### config.mk
export PLATFORM = sky130hd
export DESIGN_NAME = boot_cmd_responder
export DESIGN_NICKNAME = d
export VERILOG_FILES = /design/src/rtl/bootrsp_pkg.sv /design/src/rtl/bootrsp_cmd_match.sv /design/src/rtl/bootrsp_reply_form.sv /design/src/rtl/bootrsp_tx_hold.sv /design/src/rtl/boot_cmd_responder.sv
export SDC_FILE = /design/constraint.sdc
export NUM_CORES = 1
export LEC_CHECK = 0
export BUFFER_PORTS_ARGS = -buffer_cell sky130_fd_sc_hd__clkbuf_2
export CELL_PAD_IN_SITES_DETAIL_PLACEMENT = 1
export CELL_PAD_IN_SITES_GLOBAL_PLACEMENT = 1
export CORE_MARGIN = 3
export CORE_UTILIZATION = 40
export CTS_BUF_LIST = sky130_fd_sc_hd__clkbuf_2
export DETAILED_ROUTE_END_ITERATION = 8
export GPL_TIMING_DRIVEN = 0
export HOLD_SLACK_MARGIN = 0.12
export PLACE_DENSITY_LB_ADDON = 0.2
export SYNTH_ARGS = -nofsm -noshare
export SYNTH_HDL_FRONTEND = slang
export SYNTH_HIERARCHICAL = 1
export SYNTH_SLANG_ARGS = --single-unit
### constraint.sdc
create_clock -name clk -period 2.8 [get_ports clk]
set_input_delay 0.42 -clock clk [delete_from_list [all_inputs] [get_ports clk]]
set_output_delay 0.42 -clock clk [all_outputs]
set_load 0.03 [all_outputs]
### src/rtl/bootrsp_pkg.sv
package bootrsp_pkg;
  localparam int BYTE_W = 8;
  localparam int NIB_W  = BYTE_W / 2;
  typedef logic [BYTE_W-1:0] byte_t;
  typedef logic [NIB_W-1:0]  nib_t;

  localparam byte_t GO_AHEAD   = 8'h30;
  localparam byte_t RAM_XFER   = 8'h10;
  localparam nib_t  NAK_RXERR  = 4'h8;
  localparam nib_t  NAK_BADCMD = 4'h1;

  typedef enum logic [2:0] {
    ST_IDLE, ST_ARM, ST_GO, ST_CMD, ST_ACK, ST_RUN
  } state_t;
endpackage

### src/rtl/bootrsp_cmd_match.sv
module bootrsp_cmd_match
  import bootrsp_pkg::*;
#(
  parameter int NUM_CMDS = 4,
  parameter logic [NUM_CMDS*BYTE_W-1:0] CMD_LIST = {8'hA5, 8'h20, 8'h18, 8'h10}
) (
  input  byte_t code,
  output logic  hit
);
  logic [NUM_CMDS-1:0] lane_hit;

  generate
    for (genvar i = 0; i < NUM_CMDS; i++) begin : g_lane
      assign lane_hit[i] = (code == CMD_LIST[i*BYTE_W +: BYTE_W]);
    end
  endgenerate

  // the RAM-transfer code is a member no matter what the list holds
  assign hit = (|lane_hit) || (code == RAM_XFER);
endmodule

### src/rtl/bootrsp_reply_form.sv
module bootrsp_reply_form
  import bootrsp_pkg::*;
(
  input  byte_t code,
  input  logic  err,
  input  logic  hit,
  input  nib_t  last_hi,
  output byte_t reply,
  output logic  keep_code
);
  always_comb begin
    if (err)       reply = {last_hi, NAK_RXERR};
    else if (!hit) reply = {last_hi, NAK_BADCMD};
    else           reply = code;
    keep_code = !err;
  end
endmodule

### src/rtl/bootrsp_tx_hold.sv
module bootrsp_tx_hold
  import bootrsp_pkg::*;
(
  input  logic  clk,
  input  logic  rst_n,
  input  logic  load,
  input  byte_t load_data,
  output logic  tx_valid,
  input  logic  tx_ready,
  output byte_t tx_data,
  output logic  taken
);
  assign taken = tx_valid && tx_ready;

  always_ff @(posedge clk) begin
    if (!rst_n) begin
      tx_valid <= 1'b0;
      tx_data  <= '0;
    end else if (load) begin
      tx_valid <= 1'b1;
      tx_data  <= load_data;
    end else if (taken) begin
      tx_valid <= 1'b0;
    end
  end

  AST_TX_HELD: assert property (@(posedge clk) disable iff (!rst_n)
    (tx_valid && !tx_ready) |=> (tx_valid && $stable(tx_data)));
  AST_NO_OVERWRITE: assert property (@(posedge clk) disable iff (!rst_n)
    load |-> !tx_valid);
endmodule

### src/rtl/boot_cmd_responder.sv
module boot_cmd_responder
  import bootrsp_pkg::*;
#(
  parameter int NUM_CMDS = 4,
  parameter logic [NUM_CMDS*BYTE_W-1:0] CMD_LIST = {8'hA5, 8'h20, 8'h18, 8'h10}
) (
  input  logic              clk,
  input  logic              rst_n,
  input  logic              link_up,
  input  logic              sync_mode,
  input  logic              rx_valid,
  output logic              rx_ready,
  input  logic [BYTE_W-1:0] rx_data,
  input  logic              rx_err,
  output logic              tx_valid,
  input  logic              tx_ready,
  output logic [BYTE_W-1:0] tx_data,
  output logic              rx_en,
  output logic              branch_ram
);
  state_t state;
  byte_t  last_cmd;
  logic   run_next;
  logic   hit, err_eff, keep_code, rx_fire, load, taken;
  byte_t  reply, load_data;

  bootrsp_cmd_match #(.NUM_CMDS(NUM_CMDS), .CMD_LIST(CMD_LIST)) u_match (
    .code(rx_data), .hit(hit)
  );

  assign err_eff = rx_err && !sync_mode;

  bootrsp_reply_form u_form (
    .code(rx_data), .err(err_eff), .hit(hit),
    .last_hi(last_cmd[BYTE_W-1 -: NIB_W]),
    .reply(reply), .keep_code(keep_code)
  );

  assign rx_ready   = (state == ST_CMD);
  assign rx_fire    = rx_valid && rx_ready;
  assign branch_ram = (state == ST_RUN);
  assign load       = (state == ST_ARM) || rx_fire;
  assign load_data  = (state == ST_ARM) ? GO_AHEAD : reply;

  bootrsp_tx_hold u_tx (
    .clk(clk), .rst_n(rst_n), .load(load), .load_data(load_data),
    .tx_valid(tx_valid), .tx_ready(tx_ready), .tx_data(tx_data),
    .taken(taken)
  );

  always_ff @(posedge clk) begin
    if (!rst_n) begin
      state    <= ST_IDLE;
      last_cmd <= '0;
      rx_en    <= 1'b0;
      run_next <= 1'b0;
    end else begin
      unique case (state)
        ST_IDLE: if (link_up) begin
          rx_en <= 1'b1;
          state <= ST_ARM;
        end
        ST_ARM:  state <= ST_GO;
        ST_GO:   if (taken) state <= ST_CMD;
        ST_CMD:  if (rx_fire) begin
          if (keep_code) last_cmd <= rx_data;
          run_next <= !err_eff && (rx_data == RAM_XFER);
          state    <= ST_ACK;
        end
        ST_ACK:  if (taken) state <= run_next ? ST_RUN : ST_CMD;
        ST_RUN:  state <= ST_RUN;
        default: state <= ST_IDLE;
      endcase
    end
  end

  AST_RX_EN_FIRST: assert property (@(posedge clk) disable iff (!rst_n)
    $rose(tx_valid) |-> rx_en);
  AST_RX_GATED: assert property (@(posedge clk) disable iff (!rst_n)
    rx_ready |-> !tx_valid);
  AST_ERR_NIBBLE: assert property (@(posedge clk) disable iff (!rst_n)
    (rx_fire && rx_err && !sync_mode) |=> (tx_valid && tx_data[NIB_W-1:0] == NAK_RXERR));
  AST_BRANCH_HOLD: assert property (@(posedge clk) disable iff (!rst_n)
    branch_ram |=> (branch_ram && !rx_ready));
endmodule

After elaboration in Yosys (flattened, before gate mapping)
Cells that the tools add are included.
{"block": "totals", "register_bits": 22, "in_bits": 15, "elab_cells": 46}
{"block": "op_classes", "n_eq_ne": 13, "mux": 11, "bitwise_logic": 1, "n_reduce_logical": 15}
{"operator": "$mux 8", "count": 3}
{"operator": "$pmux 3 s6", "count": 1}
{"operator": "$eq 8x5->1 const B", "count": 2}
{"operator": "$mux 3", "count": 5}
{"operator": "$eq 8x6->1 const B", "count": 1}
{"operator": "$eq 8x8->1 const B", "count": 1}
{"operator": "$eq 3x2->1 const B", "count": 2}
{"operator": "$eq 3x3->1 const B", "count": 2}
{"operator": "$ne 2x2->1 const B", "count": 3}
{"operator": "$logic_and 1x1->1", "count": 4}
{"operator": "$reduce_and 2->1", "count": 2}
{"operator": "$reduce_and 4->1", "count": 1}
{"operator": "$reduce_or 4->1", "count": 1}
{"operator": "$eq 3x1->1 const B", "count": 1}
{"operator": "$logic_not 3->1", "count": 1}
{"operator": "$reduce_and 3->1", "count": 1}
{"operator": "$logic_not 1->1", "count": 2}
{"operator": "$logic_or 1x1->1", "count": 2}
{"operator": "$mux 1", "count": 2}
{"operator": "$ne 2x1->1 const B", "count": 1}
{"operator": "$reduce_bool 2->1", "count": 1}
{"operator": "$not 1->1", "count": 1}

Longest topological paths before layout
Gate-level depths: netlist (run 1).
{"block": "logic_depth", "ltp_word": 6, "ltp_mapped": 8, "depth_no_buf": 8}

Cells and area by module
Netlist (run 1), hierarchy kept.
{"mod": "boot_cmd_responder", "n_inst": 1, "cells_per_inst": 61, "area_per_inst_um2": 531.8}
{"mod": "bootrsp_tx_hold", "n_inst": 1, "cells_per_inst": 29, "area_per_inst_um2": 341.6}
{"mod": "bootrsp_reply_form", "n_inst": 1, "cells_per_inst": 12, "area_per_inst_um2": 93.8}
{"mod": "bootrsp_cmd_match", "n_inst": 1, "cells_per_inst": 6, "area_per_inst_um2": 50.0}

Worst setup path before layout (run 1)
OpenSTA, ideal clock, no wires.
{"block": "synth_path", "path_kind": "input to register", "start": "input rx_data[0]", "end": "register u_tx.tx_data[4]", "t_arrival_ps": 1973, "setup_slack_ps": 711, "path_stages": 8, "n_path_buf": 0, "cell_sequence": "nor3_2 -> nand3b_1 -> a211oi_2 -> nor2b_4 -> mux2_2 -> or2_2 -> mux2i_1 -> nor2b_1"}
{"block": "synth_between", "elab_chain_len": 6, "elab_cells_between_ends": 9, "cone_classes": "eq/ne: 4; mux: 3; reduce/logical: 2"}
{"item": "start, declared", "line_no": "boot_cmd_responder.sv:13", "source": "input logic [BYTE_W-1:0] rx_data,"}
{"item": "$eq 8x5->1 (tied with other cells)", "line_no": "bootrsp_cmd_match.sv:14, bootrsp_cmd_match.sv:19"}
{"item": "$reduce_or 4->1", "line_no": "bootrsp_cmd_match.sv:19", "source": "assign hit = (|lane_hit) || (code == RAM_XFER);"}
{"item": "$logic_or 1x1->1 *", "line_no": "bootrsp_cmd_match.sv:19"}
{"item": "net hit", "line_no": "boot_cmd_responder.sv:24", "source": "logic hit, err_eff, keep_code, rx_fire, load, taken;"}
{"item": "$mux 8 *", "line_no": "bootrsp_reply_form.sv:13", "source": "else if (!hit) reply = {last_hi, NAK_BADCMD};"}
{"item": "$mux 8 *", "line_no": "bootrsp_reply_form.sv:12", "source": "if (err) reply = {last_hi, NAK_RXERR};"}
{"item": "net reply[4]", "line_no": "boot_cmd_responder.sv:25", "source": "byte_t reply, load_data;"}
{"item": "$mux 8 *", "line_no": "boot_cmd_responder.sv:43", "source": "assign load_data = (state == ST_ARM) ? GO_AHEAD : reply;"}
{"item": "net load_data[4]", "line_no": "boot_cmd_responder.sv:25"}
{"item": "end signal, assigned", "line_no": "bootrsp_tx_hold.sv:21", "source": "tx_data <= load_data;"}
{"item": "end, declared", "line_no": "bootrsp_tx_hold.sv:10", "source": "output byte_t tx_data,"}
Mark *: on every way through the listed nets, which the timed path passes. The rest lies on a longest branch.
A chain may end at the register's enable or synchronous reset.

Final worst setup path (run 1)
Same ends and word-level chain as after synthesis.

==> results of run 1 <==
-- placed cells by master, fill, tap and decap left out, drive strengths merged, types with 4 or more instances in the layout --
cell / n
buf: 4
clkbuf: 30
dfxtp: 18
inv: 4
mux2: 4
mux2i: 12
nand2: 10
nand2b: 4
nor2b: 16
-- state kept, by name, summed over array words and instances (netlist names) --
name and flops:
state 3, last_cmd 4, u_tx/tx_valid 1, u_tx/tx_data 8, run_next 1, rx_en 1
-- per-layer routing --
layer	vias up	track usage
met1	410	0.217
met4	0	0.0305
met2	17	0.285
li1	431	-
met5	-	0
met3	2	0.0207
-- cell families after synthesis --
kind of cell    count (synthesis)
buf+inv                         9
simple gates                   53
compound gates                 12
flops                          18
mux                            16
-- cell usage after synthesis, types with 2 or more instances --
library cell | instances | area (µm²)
inv_1 | 4 | 15.0
dfxtp_1 | 18 | 360
nor4b_1 | 2 | 17.5
o21a_1 | 2 | 15.0
and2_2 | 2 | 15.0
nand2_1 | 10 | 37.5
nand2b_1 | 4 | 25.0
nor2b_1 | 15 | 93.8
mux2i_1 | 12 | 120
nor3_2 | 2 | 20.0
buf_2 | 3 | 15.0
nor2_1 | 2 | 7.51
a21oi_1 | 2 | 10.0
nor3b_1 | 3 | 22.5
nand3b_1 | 2 | 15.0
mux2_2 | 4 | 45.0
or2_2 | 2 | 12.5
-- cell type report --
type,count,area (µm²),area share
inverter,4,15.0,0.0125
clock buffer,3,15.0,0.0125
buffer,5,30.0,0.0250
sequential,18,360,0.300
multi-input combinational,81,612,0.509
timing repair buffer,26,130,0.108
clock inverter,1,3.75,0.00313
tap,28,35.0,0.0292
-- worst max-delay path: cells and delay by family --
kind	cells	cell delay [ns]
simple gates	5	0.97
mux	2	0.53
compound gates	1	0.30
buf+inv	1	0.12
-- report_power, final --
part / total (µW) / switching [µW] / internal (µW)
sequential: 269 / 3.85 / 266
combinational: 105 / 61.3 / 44.0
clock: 110 / 78.6 / 31.1
total: 484 / 144 / 341
-- metrics by stage --
stage	util	setup WS (ns)	hold WS (ns)
after CTS	0.518	0.625	0.388
after global routing	0.518	0.555	0.392
after floorplan	-	0.711	0.432
after detailed placement	0.510	0.293	0.449
final	0.518	0.634	0.402
after global placement	0.510	0.444	0.442
-- final timing paths --
check | start | end | slack (ns) | cells after the start
worst max register to register | state[0] | u_tx/tx_data[0] | 1.13 | 7
worst min-delay path | rx_data[5] | last_cmd[5] | 0.40 | 3
worst min register to register | last_cmd[4] | last_cmd[4] | 0.47 | 2
worst max-delay path | rx_data[0] | u_tx/tx_data[4] | 0.63 | 9
==> qor.txt, run 1 <==
final setup vio count -> 0
routed wire length -> 2.41 mm
Routed met2 length -> 1.20 mm
FP Rows -> 17
Routed wire per std cell -> 14.5 µm
CP Class -> in2reg
YS warnings -> 6
Tightest Hold Check Type -> in2reg
TritonCTS clock tree -> built
Worst Path Max Fanout -> 6
Hold Vio Cnt, Final -> 0
area grow syn2layout -> 18.1%
Max Clk Rate -> 0.462 GHz
M1 WL -> 1.11 mm
Final Max Slew Viols -> 0
Root Buffer -> clkbuf_2
crit path capture type -> flop
drc violations -> 0
slowest cell delay on critical path -> 0.37 ns
Leak -> 0.000520 µW
Initial Util -> 0.439
met3 routed WL -> 97 µm
Resized cells post-CTS -> 0
count of cell types in the netlist -> 36
Synth Area in Adders -> 0
vias in the first global route -> 902
top layer in use -> met4
Synth Area in Compound Gates -> 0.0923
core area -> 2320 µm²
Tot GR Track Use -> 0.164
postcts setup bufs -> 0
worst slew pin tran -> 0.440 ns
crit start category -> input port
Filler Cells Inserted -> 287
status -> complete, no violations
average size of a mapped cell -> 9.42 µm²
antenna-violating nets left -> 0
Power per Cell Area -> 403 nW/µm²
Max-Slew Margin vs Limit -> 0.705
worst-case clock buffer depth -> 2
cell area after layout -> 1200 µm²
H-tree Lvls -> 1
Synth Area in Simple Gates -> 0.347
largest family of logic cells by synthesized area -> simple AND/OR/NAND/NOR gates
Yosys reg bits -> 18
Post-Syn Area -> 1020 µm²
critical path required time -> 2.99 ns
Cells after Synth -> 108
CP Cell Sequence -> clkbuf_2 > nor3_2 > nand3b_1 > a211oi_2 > nor2b_4 > mux2_2 > or2_2 > mux2i_1 > nor2b_1
first-pass GRT wire length -> 4.22 mm
asr flop ratio synth -> 0
hpwl dp -> 1.99 mm
total die area -> 3180 µm²
Clock Skew -> 0.0131 ns
# nets final -> 154
antenna cells -> 0
clock sink count -> 18
fin crit period -> 2.17 ns
RSZ-0062 raised after global routing -> false
grt ovf -> 0
Layout Cells excl Fill -> 166
Tcrit/Tclk final -> 0.774
chip width -> 56.4 µm
CTS Hold Bufs -> 0
DR iter-0 viols -> 14
CP max stage cell -> mux2_2
area of placed instances -> 1180 µm²
total chip power -> 484 µW
Synth Area in XOR/XNOR -> 0
EDFF count, synth -> 0
Vias -> 860
clk_lat worst skew -> 0.29 ns
DRT Pass-1 Iters -> 4
Max VDD drop -> 0.234 mV
Inst Count DP -> 162
CTS buffer count -> 3
gpl congestion -> 0.747
share of layout cells above drive strength 1 -> 0.370
antenna violations before repair -> 0
Critical Path AT -> 2.36 ns
Synth Flop Type -> dfxtp_1
Via density -> 5.18
Net Count, Synth -> 123
port buffer count -> 26
Die Y -> 56.4 µm
Setup TNS -> 0 ns
IO Pins -> 27
post-synthesis sequential area ratio -> 0.354
mux cell area share after synthesis -> 0.162
largest net degree at the start of global routing -> 15
Clk pin slew, worst setup/hold paths -> 0.18 ns
Max-Cap Viols -> 0
(Power assumes the default switching activity.)
==> run 2, diff against run 1 <==
Settings changed: ABC_AREA set to 1, CORE_UTILIZATION 40 to 37.
Clock period 2.8 ns to 2 ns, I/O delays scaled along.
==> qor.txt, run 2 <==
Power per Cell Area -> 1220 nW/µm²
port buffer count -> 26
# nets final -> 226
worst slew pin tran -> 0.335 ns
commonest cells after routing, fill and taps aside -> 46 x nand2_1, 32 x inv_1, 30 x nor2_1, 29 x clkbuf_2, 18 x dfxtp_1
Worst Path Max Fanout -> 6
Crit. Startpoint -> state[2]
worst r2r path cells -> 6
IO Pins -> 27
chip width -> 60.4 µm
grt ovf -> 0
area grow syn2layout -> 17.2%
Tightest Hold Check Type -> in2reg
Yosys reg bits -> 18
share of layout cells above drive strength 1 -> 0.210
largest cells by area after synthesis -> dfxtp_1 33%, nand2_1 16%, inv_1 11%
fin crit period -> 1.68 ns
Net Count, Synth -> 195
Cells after Synth -> 180
delay-heaviest family, CP -> flip-flops
worst r2r src -> state[2]
CP max stage cell -> dfxtp_1
antenna-violating nets left -> 0
total chip power -> 1560 µW
gpl congestion -> 0.816
register with the most flip-flops -> u_tx/tx_data
postcts setup bufs -> 0
Vias -> 1,164
Hold Vio Cnt, Final -> 0
Final Max Slew Viols -> 0
vias in the first global route -> 1,192
Initial Util -> 0.393
RSZ-0062 raised after global routing -> false
Routed wire per std cell -> 11.5 µm
top-count cell post-synth -> nand2_1
worst-case clock buffer depth -> 2
R2R Setup Slk -> 0.49 ns
crit path capture type -> primary output
most common cell after layout, fill and taps aside -> nand2_1
biggest regs -> u_tx/tx_data: 8 flops, last_cmd: 4 flops, state: 3 flops
post-synthesis sequential area ratio -> 0.330
CP Class -> reg2out
asr flop ratio synth -> 0
CTS Hold Bufs -> 0
Max VDD drop -> 0.796 mV
YS warnings -> 6
crit start category -> flop
TritonCTS clock tree -> built
Via density -> 4.83
Buf+Inv Stages, Crit Path -> 2
Tcrit/Tclk final -> 0.839
clk_lat worst skew -> 0.31 ns
count of cell types in the netlist -> 20
hold path depth -> 3
hpwl dp -> 2.26 mm
Post-synth top cells -> 46 x nand2_1, 32 x inv_1, 30 x nor2_1, 18 x dfxtp_1, 13 x nand3_1
FP Rows -> 19
Resized cells post-CTS -> 0
Setup TNS -> 0 ns
Tot GR Track Use -> 0.168
top-area cell type share of the netlist area -> 0.330
clock sink count -> 18
Synth Flop Type -> dfxtp_1
first-pass GRT wire length -> 4.65 mm
core area -> 2780 µm²
largest net degree at the start of global routing -> 16
slowest cell delay on critical path -> 0.49 ns
CTS buffer count -> 3
DR iter-0 viols -> 51
Clk pin slew, worst setup/hold paths -> 0.17 ns
average size of a mapped cell -> 6.08 µm²
Max Clk Rate -> 0.596 GHz
CP Cell Sequence -> inv_1 > nor3b_1 > clkbuf_2
DRT Pass-1 Iters -> 4
antenna violations before repair -> 0
Die Y -> 60.4 µm
Post-Syn Area -> 1090 µm²
status -> complete, no violations
Leak -> 0.000752 µW
Critical Path AT -> 1.38 ns
hold wc startpoint -> link_up
critical path required time -> 1.70 ns
Max-Slew Margin vs Limit -> 0.776
routed wire length -> 2.77 mm
drc violations -> 0
WP depth -> 3
Filler Cells Inserted -> 392
final setup vio count -> 0
H-tree Lvls -> 1
Root Buffer -> clkbuf_2
total die area -> 3640 µm²
antenna cells -> 0
Synth area leader -> dfxtp_1
Largest register FFs -> 8
Max-Cap Viols -> 0
EDFF count, synth -> 0
Clock Skew -> 0.00231 ns
[run 2: layout make-up]
| class | instances | area (µm²) | area share |
|---|---|---|---|
| multi-input combinational | 124 | 581 | 0.453 |
| sequential | 18 | 360 | 0.281 |
| inverter | 37 | 139 | 0.108 |
| timing repair buffer | 26 | 130 | 0.102 |
| tap | 31 | 38.8 | 0.0303 |
| clock buffer | 3 | 15.0 | 0.0117 |
| buffer | 1 | 13.8 | 0.0107 |
| clock inverter | 1 | 3.75 | 0.00293 |
[run 2: logic make-up after synthesis]
family,Yosys count,share of synthesized area
and+or+nand+nor,99,0.410
buffers and inverters,38,0.140
DFF,18,0.330
AOI/OAI and AO/OA,25,0.121
[run 2: path summary, 6_finish.rpt]
kind	endpoint
setup / recovery	branch_ram
hold / removal	rx_en
setup reg to reg	u_tx/tx_data[0]
hold reg to reg	rx_en
[run 2: power by group]
| part | internal (µW) | switching, µW |
|---|---|---|
| sequential | 482 | 92.9 |
| combinational | 241 | 583 |
| clock | 43.5 | 115 |
| total | 766 | 791 |
[run 2: metal layers]
metal,track usage,wire [µm]
met2,0.324,1490
met3,0.0255,77
met5,0,0
met4,0.0823,51
met1,0.174,1160
[run 2: stage by stage]
stage,util,worst slack [ns],cell area [µm²],hold slack [ns],std cells
3_5_place_dp,0.454,0.478,1260,0.451,237
4_1_cts,0.461,0.281,1280,0.207,241
5_1_grt,0.461,0.211,1280,0.212,241
2_1_floorplan,-,0.409,1090,0.421,180
3_3_place_gp,0.454,0.511,1260,0.443,237
6_report,0.461,0.323,1280,0.235,241
[run 2: tightest hold or removal path, stage by stage]
cell and delay [ns]:
clkbuf_2 0.09, nand3_1 0.07, a21oi_1 0.06
==> run 3, diff against run 2 <==
Settings changed: CORE_UTILIZATION 37 to 33.
Clock period 2 ns to 1.4 ns, I/O delays scaled along.
==> qor.txt, run 3 (same netlist as run 2, synthesis figures left out) <==
Reg area -> 372 µm²
Clk pin slew, worst setup/hold paths -> 0.16 ns
status -> finished with violations
chip width -> 63.6 µm
Root Buffer -> clkbuf_2
Final Max Slew Viols -> 0
biggest regs -> u_tx/tx_data: 8 flops, last_cmd: 4 flops, state: 3 flops
core area -> 3100 µm²
crit start category -> flop
hold path depth -> 3
antenna-violating nets left -> 0
worst-case clock buffer depth -> 2
largest net degree at the start of global routing -> 16
grt ovf -> 0
clk_lat worst skew -> 0.29 ns
Max Clk Rate -> 0.707 GHz
gpl congestion -> 0.728
commonest cells after routing, fill and taps aside -> 44 x nand2_1, 31 x inv_1, 29 x nor2_1, 27 x clkbuf_2, 15 x dfxtp_1
Largest register FFs -> 8
hpwl dp -> 2.37 mm
clock sink count -> 18
Max-Cap Viols -> 0
Fin Hold WS -> 0.168 ns
port buffer count -> 26
antenna cells -> 0
worst r2r src -> state[2]
Power per Cell Area -> 1710 nW/µm²
DRT Pass-1 Iters -> 4
drc violations -> 0
RSZ-0062 raised after global routing -> true
hold path endpoint -> rx_en
total chip power -> 2410 µW
Worst Path Max Fanout -> 4
Initial Util -> 0.352
CTS Hold Bufs -> 0
Hold Vio Cnt, Final -> 0
register with the most flip-flops -> u_tx/tx_data
Tightest Hold Check Type -> in2reg
CP Class -> reg2out
CTS buffer count -> 3
Via density -> 4.72
Vias -> 1,218
R2R Setup Slk -> 0.11 ns
worst slew pin tran -> 0.344 ns
Util after Layout -> 0.454
area occupied by multi-input gates -> 612 µm²
Final WS setup -> -0.0147 ns
area grow syn2layout -> 28.7%
Filler Cells Inserted -> 452
antenna violations before repair -> 0
routed wire length -> 2.98 mm
total die area -> 4040 µm²
worst r2r path cells -> 6
Tot GR Track Use -> 0.164
Max VDD drop -> 0.466 mV
crit path capture type -> primary output
Clock Skew -> 0.00308 ns
final setup vio count -> 1
most common cell after layout, fill and taps aside -> nand2_1
TritonCTS clock tree -> built
FP Rows -> 20
DR iter-0 viols -> 24
RR Endpoint -> u_tx/tx_data[0]
IO Pins -> 27
first-pass GRT wire length -> 5.41 mm
Tcrit/Tclk final -> 1.01
share of layout cells above drive strength 1 -> 0.266
H-tree Lvls -> 1
Leak -> 0.000796 µW
vias in the first global route -> 1,297
Routed wire per std cell -> 11.6 µm
Setup TNS -> -0.0147 ns
# nets final -> 231
Max-Slew Margin vs Limit -> 0.770
fin crit period -> 1.41 ns
Critical Path AT -> 1.20 ns
hold wc startpoint -> link_up
critical path required time -> 1.19 ns
failing checks -> negative setup slack
Die Y -> 63.6 µm
==> run 3: cell types whose count changed in the layout (fill, tap and decap cells not counted), moves of 2 or more <==
| cell | previous run | this run |
|---|---|---|
| buf_4 | 0 | 4 |
| o21ai_1 | 3 | 5 |
| o21ai_0 | 11 | 9 |
| dfxtp_4 | 0 | 3 |
| nand2_4 | 2 | 4 |
| nand2_1 | 46 | 44 |
| dfxtp_1 | 18 | 15 |
| clkbuf_2 | 29 | 27 |
==> run 3: metrics by stage <==
step                      cell area, µm²  cells  worst slack, ns
after floorplan                     1100    180           0.0214
after global routing                1410    258          -0.0883
after CTS                           1350    254          -0.0109
final                               1410    258          -0.0147
after detailed placement            1280    250           -0.191
after global placement              1280    250          -0.0650
==> run 3: cell type report <==
class | instances | area share
inverter | 37 | 0.103
timing repair buffer | 31 | 0.139
buffer | 1 | 0.00978
multi-input combinational | 124 | 0.435
tap | 44 | 0.0391
clock buffer | 3 | 0.0107
sequential | 18 | 0.264
==> run 3: where the power goes <==
part	leakage, µW	internal [µW]	switching [µW]
combinational	0.000634	444	890
sequential	0.000150	709	158
clock	0.0000125	58.4	151
total	0.000796	1210	1200
==> run 3: how the worst max path moves through the flow <==
stage / slack [ns] / from / depth (start not counted) / endpoint
finish: -0.01 / state[2] / 3 / branch_ram
global route: -0.09 / state[2] / 3 / branch_ram
CTS: -0.01 / state[2] / 3 / branch_ram
detailed placement: -0.19 / state[2] / 6 / u_tx/tx_data[1]
global placement: -0.06 / state[2] / 6 / u_tx/tx_data[6]
floorplan: 0.02 / state[0] / 7 / u_tx/tx_data[0]
==> run 3: critical path, cell delays in order, from the launching register on <==
cell	delay (ns)
dfxtp_4	0.41
clkinvlp_4	0.13
nor3b_2	0.20
clkbuf_8	0.18
==> run 3: routing by layer <==
| metal | wire, µm | GRT usage |
|---|---|---|
| met4 | 33 | 0.0566 |
| met3 | 64 | 0.0160 |
| met2 | 1660 | 0.325 |
| met5 | 0 | 0 |
| met1 | 1230 | 0.177 |
==> run 3: timing repair <==
item | CTS | global route
endpoints found under the setup margin | 11 | 14
gates resized for setup | 10 | 11
setup buffers | 1 | 4
pin swaps | 0 | 2
